File: config.mk
export PLATFORM = sky130hd
export DESIGN_NAME = dl_timer
export DESIGN_NICKNAME = d
export VERILOG_FILES = /design/src/rtl/dlt_pkg.sv /design/src/rtl/dlt_cmp.sv /design/src/rtl/dlt_regs.sv /design/src/rtl/dlt_irq.sv /design/src/rtl/dl_timer.sv
export SDC_FILE = /design/constraint.sdc
export NUM_CORES = 1
export LEC_CHECK = 0
export ABC_AREA = 1
export ABC_CLOCK_PERIOD_IN_PS = 4050
export BUFFER_PORTS_ARGS = -buffer_cell sky130_fd_sc_hd__buf_2
export CAP_MARGIN = 10
export CORE_AREA = 2 2 130 132
export CTS_BUF_LIST = sky130_fd_sc_hd__clkbuf_16
export DETAILED_ROUTE_END_ITERATION = 16
export DIE_AREA = 0 0 132 134
export GPL_TIMING_DRIVEN = 0
export PLACE_DENSITY = 0.74
export SETUP_SLACK_MARGIN = 0.3
export SYNTH_ARGS = -nofsm -noshare
export SYNTH_HDL_FRONTEND = slang
export SYNTH_SLANG_ARGS = --single-unit
File: constraint.sdc
create_clock -name clk_i -period 4.05 [get_ports clk_i]
set_input_delay 0.2025 -clock clk_i [delete_from_list [all_inputs] [get_ports clk_i]]
set_output_delay 0.2025 -clock clk_i [all_outputs]
set_load 0.05 [all_outputs]
File: src/rtl/dlt_pkg.sv
package dlt_pkg;
  localparam int unsigned VEC_W     = 8;
  localparam int unsigned MASK_BIT  = 16;
  localparam int unsigned MODE_LSB  = 17;
  localparam logic [1:0]  MODE_DLINE = 2'd2;

  typedef struct packed {
    logic [1:0]       mode;
    logic             mask;
    logic [VEC_W-1:0] vec;
  } entry_t;
endpackage

File: src/rtl/dlt_cmp.sv
module dlt_cmp #(
  parameter int unsigned TS_W = 64
) (
  input  logic [TS_W-1:0] dl_i,
  input  logic [TS_W-1:0] tsc_i,
  output logic            expire_o
);
  // zero deadline means disarmed
  assign expire_o = (dl_i != '0) && (tsc_i >= dl_i);
endmodule

File: src/rtl/dlt_regs.sv
module dlt_regs
  import dlt_pkg::*;
#(
  parameter int unsigned TS_W       = 64,
  parameter int unsigned ADDR_W     = 12,
  parameter logic [ADDR_W-1:0] ENTRY_ADDR = 12'h0A0,
  parameter logic [ADDR_W-1:0] DL_ADDR    = 12'h6E0,
  parameter logic [ADDR_W-1:0] TSC_ADDR   = 12'h010
) (
  input  logic              clk_i,
  input  logic              rst_ni,
  input  logic              we_i,
  input  logic [ADDR_W-1:0] addr_i,
  input  logic [TS_W-1:0]   wdata_i,
  input  logic [TS_W-1:0]   tsc_i,
  input  logic              expire_i,
  output entry_t            entry_o,
  output logic [TS_W-1:0]   dl_o,
  output logic              dl_wr_o,
  output logic [TS_W-1:0]   rdata_o
);
  localparam int unsigned MODE_MSB = MODE_LSB + 1;

  entry_t          entry_q;
  logic [TS_W-1:0] dl_q;
  logic            entry_wr;
  logic            dline_mode;
  entry_t          entry_new;

  assign dline_mode = (entry_q.mode == MODE_DLINE);
  assign entry_wr   = we_i && (addr_i == ENTRY_ADDR);
  assign dl_wr_o    = we_i && (addr_i == DL_ADDR) && dline_mode;

  assign entry_new.mode = wdata_i[MODE_MSB:MODE_LSB];
  assign entry_new.mask = wdata_i[MASK_BIT];
  assign entry_new.vec  = wdata_i[VEC_W-1:0];

  always_ff @(posedge clk_i or negedge rst_ni) begin
    if (!rst_ni) begin
      entry_q <= '0;
    end else if (entry_wr) begin
      entry_q <= entry_new;
    end
  end

  always_ff @(posedge clk_i or negedge rst_ni) begin
    if (!rst_ni) begin
      dl_q <= '0;
    end else if (entry_wr && (entry_new.mode != MODE_DLINE)) begin
      dl_q <= '0;
    end else if (dl_wr_o) begin
      dl_q <= wdata_i;
    end else if (expire_i) begin
      dl_q <= '0;
    end
  end

  always_comb begin
    rdata_o = '0;
    if (addr_i == ENTRY_ADDR) begin
      rdata_o[MODE_MSB:MODE_LSB] = entry_q.mode;
      rdata_o[MASK_BIT]          = entry_q.mask;
      rdata_o[VEC_W-1:0]         = entry_q.vec;
    end else if (addr_i == DL_ADDR) begin
      rdata_o = dline_mode ? dl_q : '0;
    end else if (addr_i == TSC_ADDR) begin
      rdata_o = tsc_i;
    end
  end

  assign entry_o = entry_q;
  assign dl_o    = dl_q;
endmodule

File: src/rtl/dlt_irq.sv
module dlt_irq #(
  parameter int unsigned VEC_W = 8
) (
  input  logic             clk_i,
  input  logic             rst_ni,
  input  logic             fire_i,
  input  logic             mask_i,
  input  logic [VEC_W-1:0] vec_i,
  input  logic             ack_i,
  output logic             req_o,
  output logic [VEC_W-1:0] vec_o
);
  logic             req_q;
  logic [VEC_W-1:0] vec_q;

  always_ff @(posedge clk_i or negedge rst_ni) begin
    if (!rst_ni) begin
      req_q <= 1'b0;
      vec_q <= '0;
    end else if (fire_i && !mask_i) begin
      req_q <= 1'b1;
      vec_q <= vec_i;
    end else if (ack_i) begin
      req_q <= 1'b0;
    end
  end

  assign req_o = req_q;
  assign vec_o = vec_q;
endmodule

File: src/rtl/dl_timer.sv
module dl_timer
  import dlt_pkg::*;
#(
  parameter int unsigned TS_W   = 64,
  parameter int unsigned ADDR_W = 12,
  parameter logic [ADDR_W-1:0] ENTRY_ADDR = 12'h0A0,
  parameter logic [ADDR_W-1:0] DL_ADDR    = 12'h6E0,
  parameter logic [ADDR_W-1:0] TSC_ADDR   = 12'h010
) (
  input  logic              clk_i,
  input  logic              rst_ni,
  input  logic              we_i,
  input  logic [ADDR_W-1:0] addr_i,
  input  logic [TS_W-1:0]   wdata_i,
  output logic [TS_W-1:0]   rdata_o,
  input  logic [TS_W-1:0]   tsc_i,
  input  logic              ack_i,
  output logic              irq_req_o,
  output logic [VEC_W-1:0]  irq_vec_o
);
  entry_t           entry_w;
  logic [TS_W-1:0]  dl_w;
  logic             dl_wr_w;
  logic             expire_w;
  logic             fire_w;
  logic [1:0]       mode_w;
  logic             mask_w;
  logic [VEC_W-1:0] vec_w;

  assign mode_w = entry_w.mode;
  assign mask_w = entry_w.mask;
  assign vec_w  = entry_w.vec;
  // a fresh deadline write replaces the old one
  assign fire_w = expire_w && !dl_wr_w;

  dlt_regs #(
    .TS_W(TS_W), .ADDR_W(ADDR_W),
    .ENTRY_ADDR(ENTRY_ADDR), .DL_ADDR(DL_ADDR), .TSC_ADDR(TSC_ADDR)
  ) u_regs (
    .clk_i(clk_i), .rst_ni(rst_ni), .we_i(we_i), .addr_i(addr_i),
    .wdata_i(wdata_i), .tsc_i(tsc_i), .expire_i(expire_w),
    .entry_o(entry_w), .dl_o(dl_w), .dl_wr_o(dl_wr_w), .rdata_o(rdata_o)
  );

  dlt_cmp #(.TS_W(TS_W)) u_cmp (
    .dl_i(dl_w), .tsc_i(tsc_i), .expire_o(expire_w)
  );

  dlt_irq #(.VEC_W(VEC_W)) u_irq (
    .clk_i(clk_i), .rst_ni(rst_ni), .fire_i(fire_w), .mask_i(mask_w),
    .vec_i(vec_w), .ack_i(ack_i), .req_o(irq_req_o), .vec_o(irq_vec_o)
  );
endmodule

## Word-level counts from Yosys, hierarchy flattened

Index checks and enable logic that the tools add are counted.
Widths: inputs -> output; s select.

| word-level totals | value |
|---|---|
| bits in latches | 0 |
| ROM bits | 0 |
| logic and storage cells | 36 |
| memory bits (writable) | 0 |
| memories | 0 |
| bits in registers | 84 |

| cells by class | value |
|---|---|
| add/sub/neg operators | 0 |
| reductions and logical operators | 12 |
| $mul | 0 |
| equal/unequal tests | 5 |
| order comparisons | 1 |
| shifts and indexed selects | 0 |
| bitwise operators | 0 |
| multiplexer cells | 12 |
| divide/modulo/power cells | 0 |

Operators by type and width:

| kind | count |
|---|---|
| $mux 64 | 6 |
| $ge 64x64->1 | 1 |
| $reduce_bool 64->1 | 1 |
| $mux 45 | 1 |
| $mux 8 | 2 |
| $eq 12x11->1 const B | 1 |
| $eq 12x5->1 const B | 1 |
| $eq 12x8->1 const B | 1 |
| $logic_and 1x1->1 | 7 |
| $mux 3 | 1 |
| $reduce_bool 3->1 | 1 |
| $eq 2x2->1 const B | 1 |
| $logic_not 1->1 | 2 |
| $mux 1 | 2 |
| $ne 2x2->1 const B | 1 |
| $reduce_bool 2->1 | 1 |

## Longest topological paths before layout

Gate-level depths: netlist of the first run.

| logic depth | value |
|---|---|
| depth in word-level cells | 7 |
| gate-level depth with buffers | 19 |
| depth with buffers taken out | 18 |

## Hierarchy

Synthesis of the first run repeated with hierarchy kept, for this count alone.

| second synthesis, totals | value |
|---|---|
| cells, all modules | 963 |
| area, all modules | 6635.1 sq um |

By module, submodules not included:

| module | seq. area each (sq um) | cells each | instances | area each (sq um) |
|---|---|---|---|---|
| dlt_regs | 1876.8 | 615 | 1 | 4385.5 |
| dlt_cmp | 0.0 | 308 | 1 | 1863.0 |
| dlt_irq | 225.2 | 38 | 1 | 376.6 |
| dl_timer | 0.0 | 2 | 1 | 10.0 |

## Worst setup path before layout of the first run

Ideal clock, no wire load.

| timing | value |
|---|---|
| path type | input-to-output |
| start | input addr_i[5] |
| end | output rdata_o[10] |
| data arrival time | 2.106 ns |
| slack | 1.742 ns |
| stages on the path | 8 |
| data required time | 3.848 ns |
| buffers on the path | 2 |
| path through | inv_1 > nor2_1 > nand3_1 > nor3_1 > nand3_1 > clkbuf_1 > clkbuf_1 > o21ai_0 |

| on the way | value |
|---|---|
| longest elaborated chain between the ends | 4 |
| elaborated cells on any way between the ends | 6 |
| those cells by class | 3 x eq/ne; 3 x mux |

Ends and longest elaborated chain:

| what | RTL line | source |
|---|---|---|
| start, declared | dl_timer.sv:13 | `input logic [ADDR_W-1:0] addr_i,` |
| $eq 12x5->1 | dlt_regs.sv:66 | `end else if (addr_i == TSC_ADDR) begin` |
| $mux 64 | dlt_regs.sv:66 |  |
| $mux 64 | dlt_regs.sv:64 | `end else if (addr_i == DL_ADDR) begin` |
| $mux 8 * | dlt_regs.sv:60 | `if (addr_i == ENTRY_ADDR) begin` |
| end, declared | dl_timer.sv:15 | `output logic [TS_W-1:0] rdata_o,` |

Every way passes the cells marked *; elsewhere a longest branch is shown, timed or not.

## Worst setup path in the final report of the first run

| timing | value |
|---|---|
| start | register u_regs.entry_q (netlist bit u_regs.entry_o[10]) |
| end | output rdata_o[16] |

| on the way | value |
|---|---|
| longest elaborated chain between the ends | 4 |

Ends and longest elaborated chain:

| what | RTL line | source |
|---|---|---|
| start, declared | dlt_regs.sv:24 | `entry_t entry_q;` |
| start signal, assigned | dlt_regs.sv:42 | `entry_q <= entry_new;` |
| $eq 2x2->1 | dlt_regs.sv:30 | `assign dline_mode = (entry_q.mode == MODE_DLINE);` |
| $mux 64 | dlt_regs.sv:65 | `rdata_o = dline_mode ? dl_q : '0;` |
| $mux 64 | dlt_regs.sv:64 |  |
| $mux 3 | dlt_regs.sv:60 |  |

Every way passes these cells.

==> results of run 1 <==
## state kept, by name (all words and copies together), names as in the netlist
signal          flops
u_regs.entry_o     11
u_irq.req_o         1
u_regs.dl_o        64
u_irq.vec_o         8
## cell usage after synthesis (3+ instances only)
library cell and count:
a21oi_1 31, a31oi_1 8, buf_1 5, buf_12 5
buf_2 3, buf_4 4, clkbuf_1 22, clkinv_1 3
dfrtp_1 84, ha_1 64, inv_1 84, inv_2 5
nand2_1 253, nand3_1 98, nand3_2 41, nand4_1 22
nor2_1 42, nor3_1 6, nor4_1 4, o21ai_0 62
## per-stage QoR
stage	total power (W)	cell area, µm²	util	worst slack, ps
2_1_floorplan	0.00105	6430	-	1740
3_3_place_gp	0.00120	7790	0.478	1340
3_5_place_dp	0.00121	7820	0.480	1380
4_1_cts	0.00211	8150	0.500	1100
5_1_grt	0.00218	8150	0.500	961
6_report	0.00209	8150	0.500	1120
## per-layer routing
metal / vias to the layer above / track usage / part of all wire
met2: 241 / 0.376 / 0.47
met5: - / 0 / 0
met1: 3109 / 0.287 / 0.44
met3: 28 / 0.0435 / 0.067
met4: 0 / 0.0809 / 0.022
li1: 3345 / - / -
## area by class of cell
class | instances | share of cell area
Clock buffer | 9 | 0.0276
Buffer | 40 | 0.0321
Sequential cell | 84 | 0.258
Timing Repair Buffer | 218 | 0.138
Multi-Input combinational cell | 651 | 0.457
Clock inverter | 6 | 0.0111
Antenna cell | 1 | 0.000307
Tap cell | 220 | 0.0338
Inverter | 92 | 0.0424
## repair_timing
| action | in CTS | in global routing |
|---|---|---|
| endpoints found under the hold margin | 36 | 0 |
| resized for setup | 0 | 0 |
| hold buffers | 1 | 0 |
## worst min-delay path by stage
| stage | startpoint | endpoint | slack (ps) | cells past startpoint |
|---|---|---|---|---|
| after floorplan | rst_ni | u_irq.req_o$_DFFE_PN0P_ | -90 | 0 |
| after global placement | ack_i | u_irq.req_o$_DFFE_PN0P_ | 390 | 2 |
| after detailed placement | rst_ni | u_regs.dl_o[57]$_DFFE_PN0P_ | 210 | 1 |
| after CTS | ack_i | u_irq.req_o$_DFFE_PN0P_ | 20 | 2 |
| after global routing | wdata_i[36] | u_regs.dl_o[36]$_DFFE_PN0P_ | 40 | 3 |
| final | ack_i | u_irq.req_o$_DFFE_PN0P_ | 40 | 2 |
## logic make-up after synthesis
family	Yosys count
buffers and inverters	132
AOI/OAI and AO/OA	106
and+or+nand+nor	481
adders and majority gates	64
DFF	84
## power by group
group          internal (W)  switching [W]
Sequential         0.000842     0.00000251
Clock              0.000538       0.000361
Combinational      0.000153       0.000197
Total               0.00153       0.000560
## worst max-delay path, delay by kind of cell (launching register included)
| kind | cells | cell delay (ps) |
|---|---|---|
| AND/OR/NAND/NOR | 2 | 160 |
| flip-flops | 1 | 360 |
| AO/OA/AOI/OAI | 2 | 370 |
| buffers and inverters | 4 | 1500 |
==> results by group, run 1 <==
STA
  • Clk_skew: 7.56 ps
  • Relative slew slack: 0.260
  • Worst Tran Pin Value: 1100 ps
  • Final Hold Fails: 0
  • WHS: 37.3 ps
  • Setup Viol. Count Final: 0
  • Final worst path period share: 0.723
  • RSZ-0062 raised after global routing: false
  • Setup TNS Final: 0 ps
  • Final Max Tran Viols: 0
  • Max frequency: 341 MHz
  • Fin crit period: 2930 ps

Synthesis
  • Area leader, netlist: dfrtp_1
  • Largest family of logic cells by synthesized area: simple AND/OR/NAND/NOR gates
  • XOR/XNOR share of the synthesized area: 0
  • Largest cells by area after synthesis: dfrtp_1 (33%), nand2_1 (15%), ha_1 (12%)
  • Post-synthesis compound-gate area fraction: 0.0860
  • Synth Area in Adders: 0.124
  • Average size of a mapped cell: 7.42 µm²
  • Post-synthesis sequential area ratio: 0.327
  • Distinct cells, synth: 37
  • Multiplexer share of the synthesized area: 0
  • Yosys top cell area share: 0.327
  • Synth Flop Type: dfrtp_1
  • Synth warn: 0
  • Post-synthesis cell area: 6430 µm²
  • Cell count after synthesis: 867
  • Flops & latches, synth: 84
  • Post-synthesis async set-or-reset flop share: 1.00
  • Post-synthesis net count: 1,075
  • Post-synth EDFFs: 0
  • Post-Synth Simple-Gate Area: 0.369

Drt
  • Via count: 6,723
  • ANT nets after route: 0
  • Routed vias/inst: 5.09
  • Wirelength per Cell: 14.9 µm
  • Drt pass-1 iters: 5
  • Drt drc: 0
  • Initial drt markers: 319
  • Total wire length: 19.7 mm

Setup path
  • Critical Path Slowest Stage Cell: clkbuf_1
  • Worst setup startpoint: u_regs.entry_o[10]$_DFFE_PN0P_
  • Crit path DAT: 2730 ps
  • Crit end category: output port
  • CP dominant cell by count: a21oi_1
  • R2R Path End: u_regs.dl_o[45]$_DFFE_PN0P_
  • Reg2reg start: u_regs.dl_o[61]$_DFFE_PN0P_
  • Critical Path Sink: rdata_o[16]
  • FF-to-FF path depth: 12
  • Worst Path Max Fanout: 10
  • R2R setup slack: 1670 ps
  • Ordered cell list for the critical path: inv_1 -> nor2_1 -> nand3_1 -> clkbuf_1 -> clkinv_1 -> a21oi_1 -> a21oi_1 -> buf_2
  • Startpoint types: flop
  • Critical path class: reg2out
  • Worst EP required: 3850 ps
  • Max incr delay on CP: 670 ps

Flow run
  • Max Cap Viol: 0

Clocking
  • Clock sink count: 84
  • Setup bufs post-CTS: 0
  • Clk slew on worst S/H paths: 70 ps
  • Clock Latency Late Sink: 350 ps
  • TritonCTS buffer count: 9
  • CTS Buffer Depth: 2
  • TritonCTS clock tree: built
  • CTS root buffer: clkbuf_16
  • H-tree levels: 3

Layout
  • FILL cells: 1,658
  • Register Area: 2100 µm²
  • Area Overhead vs Synth: 26.6%
  • Fin cells: 1,321
  • Layout cells sized above 1: 0.275
  • Most frequent cells in the layout: nand2_1 (253), buf_2 (218), nand3_1 (98), inv_1 (84), dfrtp_1 (84)
  • Commonest non-fill, non-tap cell in the layout: nand2_1
  • Multi-input logic area: 3720 µm²
  • Nets: 1,304

GRT
  • Initial antenna violation count: 1
  • Total gr overflow: 0
  • Vias in the first global route: 6,408
  • Total global-route track usage: 0.223
  • Largest net degree at the start of global routing: 49
  • First-pass GRT wire length: 31.5 mm

Placed design
  • Port buffer count: 216
  • HPWL after DPL: 15.7 mm
  • Routability congestion estimate: 0.839
  • Placed Instances: 1,304

Floorplanning
  • Area of the die: 17,700 µm²
  • Die Wd: 132 µm
  • DIE HEIGHT: 134 µm
  • Starting Density: 0.395
  • Std cell rows: 47
  • I/O pin count: 217
  • Core ar.: 16,300 µm²

Power
  • Maximum VDD drop: 0.000181 V
  • Power Density: 257 nW/µm²
  • Leak: 4.31 nW

Min path
  • Hold/Removal Path Class: in2reg

Run status
  • Status: finished clean
No activity file was read; power rests on OpenSTA's default activity.
==> inputs of run 2 (changes only) <==
--- a/config.mk
+++ b/config.mk
@@ -6,7 +6,7 @@
 export NUM_CORES = 1
 export LEC_CHECK = 0
 export ABC_AREA = 1
-export ABC_CLOCK_PERIOD_IN_PS = 4050
+export ABC_CLOCK_PERIOD_IN_PS = 2900
 export BUFFER_PORTS_ARGS = -buffer_cell sky130_fd_sc_hd__buf_2
 export CAP_MARGIN = 10
 export CORE_AREA = 2 2 130 132
==> constraint.sdc (replaced) <==
create_clock -name clk_i -period 2.9 [get_ports clk_i]
set_input_delay 0.145 -clock clk_i [delete_from_list [all_inputs] [get_ports clk_i]]
set_output_delay 0.145 -clock clk_i [all_outputs]
set_load 0.05 [all_outputs]
==> run 2 against run 1 <==
Non-clock buffer count up 35. Cell count up 2.6%. Critical endpoint unchanged. Critical path type unchanged. Critical path depth unchanged. Clock-buffer cell count unchanged. Largest power group unchanged.
==> results by group, run 2 (synthesized netlist as in run 1, its figures left out) <==
Run status
  • Status: finished clean

Clocking
  • H-tree levels: 3 (unchanged)
  • Clock Latency Late Sink: 350 ps (about the same)
  • TritonCTS buffer count: 9 (unchanged)
  • Clk slew on worst S/H paths: 60 ps (about the same)
  • Clock sink count: 84 (unchanged)
  • CTS Buffer Depth: 2 (unchanged)
  • TritonCTS clock tree: built
  • CTS root buffer: clkbuf_16

Drt
  • Met2 wire length: 9.44 mm (+3.1%)
  • Initial drt markers: 355 (+11%)
  • Total wire length: 20.1 mm (+2.1%)
  • Routed vias/inst: 5.10 (+0.23%)
  • ANT nets after route: 0 (unchanged)
  • DR WL met3: 1.41 mm (+6.8%)
  • Max layer used: met5
  • Post-Route M1 WL: 8.65 mm (-0.97%)
  • Drt drc: 0 (unchanged)
  • Via count: 6,917 (+2.9%)
  • Drt pass-1 iters: 7 (+2)
  • Wirelength per Cell: 14.8 µm (-0.58%)

Setup path
  • Critical Path Slowest Stage Cell: clkbuf_2
  • Ordered cell list for the critical path: inv_1 -> nor2_1 -> nand3_1 -> clkbuf_2 -> clkinv_1 -> a21oi_1 -> a21oi_1 -> buf_2
  • CP delay by family, top: buffers and inverters
  • Startpoint types: flop
  • Crit end category: output port
  • Critical path class: reg2out
  • Worst EP required: 2760 ps (-1090 ps)
  • Worst Path Max Fanout: 10 (unchanged)
  • Crit path DAT: 2280 ps (-450 ps)
  • CP bufs+invs: 4 (unchanged)
  • Max incr delay on CP: 380 ps (-290 ps)
  • R2R setup slack: 530 ps (-1140 ps)
  • CP dominant cell by count: a21oi_1

Layout
  • Nets: 1,339 (+2.7%)
  • Multi-input logic area: 3730 µm² (+0.24%)
  • Most frequent cells in the layout: nand2_1 (253), buf_2 (218), nand3_1 (98), inv_1 (84), dfrtp_1 (84)
  • Register Area: 2100 µm² (unchanged)
  • Layout Utilization: 0.522 (+0.0217)
  • Layout cells sized above 1: 0.271 (-0.00318)
  • Max reg flops: 64 (unchanged)
  • Area Overhead vs Synth: 32.1%
  • FILL cells: 1,611 (-2.8%)
  • Commonest non-fill, non-tap cell in the layout: nand2_1

STA
  • Clk_skew: 8.01 ps (+0.445 ps)
  • Worst Tran Pin Value: 719 ps (-385 ps)
  • Relative slew slack: 0.519 (+0.259)
  • RSZ-0062 raised after global routing: false
  • Max frequency: 412 MHz
  • WHS: 2.98 ps (-34.3 ps)
  • Final Hold Fails: 0 (unchanged)
  • Fin crit period: 2420 ps
  • Setup Viol. Count Final: 0 (unchanged)
  • Final Max Tran Viols: 0 (unchanged)
  • Setup TNS Final: 0 ps (unchanged)
  • Final worst path period share: 0.836

GRT
  • First-pass GRT wire length: 32.2 mm (+2.1%)
  • Total global-route track usage: 0.228 (+0.00425)
  • Initial antenna violation count: 2 (+1)
  • Total gr overflow: 0 (unchanged)
  • Vias in the first global route: 6,586 (+2.8%)
  • Largest net degree at the start of global routing: 49 (unchanged)

Placed design
  • HPWL after DPL: 15.7 mm (unchanged)
  • Routability congestion estimate: 0.839 (unchanged)
  • Port buffer count: 216 (unchanged)

Flow run
  • Max Cap Viol: 0 (unchanged)

Floorplanning
  • I/O pin count: 217 (unchanged)
  • Starting Density: 0.395 (unchanged)
  • Core ar.: 16,300 µm² (unchanged)
  • Std cell rows: 47 (unchanged)
  • DIE HEIGHT: 134 µm (unchanged)
  • Die Wd: 132 µm (unchanged)
  • Area of the die: 17,700 µm² (unchanged)

Power
  • Maximum VDD drop: 0.000254 V (+40%)
  • Leak: 4.47 nW (+3.7%)
  • Power Density: 348 nW/µm² (+36%)

Min path
  • Hold/Removal Path Class: in2reg
run 2: path summary, 6_finish.rpt:
| kind | from | endpoint | depth (start not counted) |
|---|---|---|---|
| setup / recovery | u_regs.entry_o[10]$_DFFE_PN0P_ | rdata_o[16] | 8 |
| hold / removal | wdata_i[23] | u_regs.dl_o[23]$_DFFE_PN0P_ | 3 |
| setup reg to reg | u_regs.dl_o[61]$_DFFE_PN0P_ | u_regs.dl_o[45]$_DFFE_PN0P_ | 12 |
| hold reg to reg | u_irq.vec_o[5]$_DFFE_PN0P_ | u_irq.vec_o[5]$_DFFE_PN0P_ | 2 |
| max in group asynchronous | rst_ni | u_regs.dl_o[21]$_DFFE_PN0P_ | 3 |
| min in group asynchronous | rst_ni | u_regs.dl_o[56]$_DFFE_PN0P_ | 2 |
run 2: metal layers:
| layer | up-vias | global-route usage |
|---|---|---|
| met4 | 2 | 0.0930 |
| met5 | - | 0 |
| met3 | 38 | 0.0469 |
| li1 | 3419 | - |
| met2 | 260 | 0.384 |
| met1 | 3198 | 0.286 |
run 2: per-stage QoR:
stage / setup slack, ps / area (µm²) / instances / power, W
6_report: 475 / 8500 / 1356 / 0.00296
3_3_place_gp: 306 / 7790 / 1303 / 0.00168
2_1_floorplan: 707 / 6430 / 867 / 0.00147
5_1_grt: 316 / 8500 / 1355 / 0.00308
4_1_cts: 338 / 8470 / 1352 / 0.00298
3_5_place_dp: 343 / 7820 / 1304 / 0.00169
run 2: timing repair:
action | in CTS | in global routing
endpoints found under the setup margin | 12 | 76
hold buffers | 33 | 0
resized for setup | 1 | 4
setup buffers | 0 | 3
endpoints found under the hold margin | 68 | 0
pin swaps | 0 | 1
run 2: report_power, final:
| part | internal (W) | total, W | switching (W) |
|---|---|---|---|
| combinational | 0.000242 | 0.000524 | 0.000282 |
| sequential | 0.00118 | 0.00118 | 0.00000350 |
| clock | 0.000751 | 0.00126 | 0.000505 |
| total | 0.00217 | 0.00296 | 0.000790 |
run 2: layout make-up:
type | instances | area share
inverters | 92 | 0.0406
plain buffers | 40 | 0.0311
flip-flops and latches | 84 | 0.247
clock buffers | 9 | 0.0265
diodes | 1 | 0.000294
multi-input cells | 651 | 0.439
well taps | 220 | 0.0324
clock inverters | 6 | 0.0106
repair buffers | 253 | 0.172
run 2: worst min-delay path, cell delays in order:
cell and delay, ps:
buf_2 70, nand2_1 40, nand2_1 50
==> inputs of run 3 (changes only) <==
--- a/config.mk
+++ b/config.mk
@@ -6,7 +6,7 @@
 export NUM_CORES = 1
 export LEC_CHECK = 0
 export ABC_AREA = 1
-export ABC_CLOCK_PERIOD_IN_PS = 2900
+export ABC_CLOCK_PERIOD_IN_PS = 2400
 export BUFFER_PORTS_ARGS = -buffer_cell sky130_fd_sc_hd__buf_2
 export CAP_MARGIN = 10
 export CORE_AREA = 2 2 130 132
==> constraint.sdc (replaced) <==
create_clock -name clk_i -period 2.4 [get_ports clk_i]
set_input_delay 0.12 -clock clk_i [delete_from_list [all_inputs] [get_ports clk_i]]
set_output_delay 0.12 -clock clk_i [all_outputs]
set_load 0.05 [all_outputs]
==> run 3 against run 2 <==
Critical path depth increased by 7. Die area unchanged. Via count increased by 5.7%. Cell area increased by 13%. Power increased by 28%. Hold slack improved by 18 ps. Register-to-register slack got worse by 300 ps. Cell count increased by 4.2%. Flip-flop and latch count unchanged. Clock-buffer cell count unchanged. Core utilization increased by 6.7 points. Combinational power increased by 60%.
==> results by group, run 3 (synthesized netlist as in run 1, its figures left out) <==
Setup path
  • R2R setup slack: 230 ps (-300 ps)
  • Max incr delay on CP: 360 ps (-20 ps)
  • Reg2reg start: u_regs.dl_o[62]$_DFFE_PN0P_
  • Ordered cell list for the critical path: inv_2 -> ha_4 -> nand4_1 -> nor3_4 -> nand2_2 -> nor2_2 -> nand2_1 -> nand2_1 -> nor2_2 -> nand2_4 -> nand2_8 -> buf_12 -> buf_12 -> nand3_1 -> nand2_1
  • Worst Path Max Fanout: 10 (unchanged)
  • R2R Path End: u_regs.dl_o[20]$_DFFE_PN0P_
  • Startpoint types: flop
  • Worst setup startpoint: u_regs.dl_o[62]$_DFFE_PN0P_
  • Worst EP required: 2640 ps (-120 ps)
  • CP dominant cell by count: nand2_1
  • Crit path DAT: 2410 ps (+130 ps)
  • Critical path class: reg2reg
  • Critical Path Slowest Stage Cell: dfrtp_1
  • Crit end category: flop
  • FF-to-FF path depth: 15 (+3)

STA
  • Final Max Tran Viols: 0 (unchanged)
  • Final Hold Fails: 0 (unchanged)
  • Clk_skew: 7.02 ps (-0.983 ps)
  • Relative slew slack: 0.534 (+0.0152)
  • WHS: 21.4 ps (+18.4 ps)
  • Setup Viol. Count Final: 0 (unchanged)
  • RSZ-0062 raised after global routing: true
  • Worst Tran Pin Value: 698 ps (-21.2 ps)
  • Setup TNS Final: 0 ps (unchanged)
  • Fin crit period: 2170 ps
  • Max frequency: 461 MHz
  • Final worst path period share: 0.904

Clocking
  • H-tree levels: 3 (unchanged)
  • TritonCTS clock tree: built
  • Clock sink count: 84 (unchanged)
  • Clk slew on worst S/H paths: 70 ps (about the same)
  • CTS root buffer: clkbuf_16
  • Clock Latency Late Sink: 350 ps (about the same)
  • CTS Buffer Depth: 2 (unchanged)
  • TritonCTS buffer count: 9 (unchanged)

Layout
  • Area Overhead vs Synth: 49.2%
  • Commonest non-fill, non-tap cell in the layout: nand2_1
  • Layout cells sized above 1: 0.345 (+0.0734)
  • Nets: 1,396 (+4.3%)
  • FILL cells: 1,438 (-11%)
  • Layout Utilization: 0.589 (+0.0672)
  • Max reg flops: 64 (unchanged)
  • Most frequent cells in the layout: nand2_1 (244), buf_2 (163), dfrtp_1 (84), nand3_1 (83), buf_4 (75)

GRT
  • Total gr overflow: 0 (unchanged)
  • First-pass GRT wire length: 33.8 mm (+5.0%)
  • Vias in the first global route: 6,947 (+5.5%)
  • Total global-route track usage: 0.239 (+0.0111)
  • Largest net degree at the start of global routing: 49 (unchanged)
  • Initial antenna violation count: 1 (-1)

Drt
  • Drt drc: 0 (unchanged)
  • Drt pass-1 iters: 5 (-2)
  • Via count: 7,313 (+5.7%)
  • Routed vias/inst: 5.18 (+1.5%)
  • Total wire length: 22.0 mm (+9.8%)
  • Wirelength per Cell: 15.6 µm (+5.4%)
  • Initial drt markers: 429 (+21%)
  • ANT nets after route: 0 (unchanged)

Floorplanning
  • I/O pin count: 217 (unchanged)
  • DIE HEIGHT: 134 µm (unchanged)
  • Std cell rows: 47 (unchanged)
  • Core ar.: 16,300 µm² (unchanged)
  • Die Wd: 132 µm (unchanged)
  • Starting Density: 0.395 (unchanged)
  • Area of the die: 17,700 µm² (unchanged)

Placed design
  • HPWL after DPL: 15.7 mm (unchanged)
  • Port buffer count: 216 (unchanged)
  • Routability congestion estimate: 0.839 (unchanged)

Power
  • Power Density: 395 nW/µm² (+14%)
  • Overall power: 0.00379 W (+28%)
  • Maximum VDD drop: 0.000307 V (+21%)
  • Leak: 4.81 nW (+7.7%)

Min path
  • Hold endpoint: u_regs.dl_o[18]$_DFFE_PN0P_
  • Hold path depth: 3 (unchanged)
  • Worst Hold Launch: wdata_i[18]
  • Hold/Removal Path Class: in2reg

Run status
  • Status: finished clean

Flow run
  • Max Cap Viol: 0 (unchanged)
-- run 3: changes by cell type in the layout (fill, tap and decap cells not counted), moves of 10 or more --
cell and change:
buf_4 +67, buf_2 -55, o21ai_0 -35, o21ai_1 +30
dlygate4sd3_1 +29, nand3_1 -15, nand3_2 +15, inv_1 -12
inv_2 +12, buf_6 +10, ha_1 -10, ha_4 +10
nor2_1 -10
-- run 3: power by group --
| part | internal (W) | switching (W) |
|---|---|---|
| logic | 0.000434 | 0.000404 |
| registers | 0.00142 | 0.00000440 |
| clock network | 0.000908 | 0.000621 |
| total | 0.00276 | 0.00103 |
-- run 3: worst max-delay path, delay by kind of cell (launching register included) --
| kind | cells | cell delay (ps) |
|---|---|---|
| fa+ha+maj | 1 | 270 |
| flops | 1 | 360 |
| simple gates | 11 | 1070 |
| buf+inv | 3 | 350 |
-- run 3: how the worst max path moves through the flow --
| stage | endpoint | cells past startpoint |
|---|---|---|
| 6_report | u_regs.dl_o[20]$_DFFE_PN0P_ | 15 |
| 5_1_grt | u_regs.dl_o[25]$_DFFE_PN0P_ | 16 |
| 4_1_cts | u_regs.dl_o[4]$_DFFE_PN0P_ | 15 |
| 3_5_place_dp | rdata_o[3] | 8 |
| 3_3_place_gp | rdata_o[6] | 8 |
| 2_1_floorplan | rdata_o[10] | 5 |
-- run 3: repair_timing --
item / CTS / global route
endpoints found under the hold margin: 103 / 0
cloned: 0 / 3
buffers inserted: 18 / 10
pin swaps: 9 / 17
gates resized for setup: 54 / 183
hold buffers: 62 / 0
endpoints found under the setup margin: 137 / 136
-- run 3: through the flow --
stage	instances	cell area (µm²)	setup WS, ps
floorplan	867	6430	236
CTS	1399	9090	189
global placement	1303	7790	-144
detailed placement	1304	7820	-107
finish	1413	9600	231
global route	1412	9590	86.6
-- run 3: cell type report --
type / instances / area, µm² / share of cell area
buffer: 40 / 288 / 0.0300
sequential: 84 / 2100 / 0.219
antenna: 1 / 2.50 / 0.000261
timing repair buffer: 309 / 2210 / 0.231
inverter: 92 / 348 / 0.0362
multi-input combinational: 652 / 4050 / 0.422
clock inverter: 6 / 90.1 / 0.00939
clock buffer: 9 / 225 / 0.0235
tap: 220 / 275 / 0.0287
-- run 3: metal layers --
layer	vias up	GRT usage	share of wire
li1	3538	-	-
met1	3436	0.297	0.42
met2	292	0.407	0.48
met3	47	0.0427	0.065
met4	0	0.105	0.029
met5	-	0	0
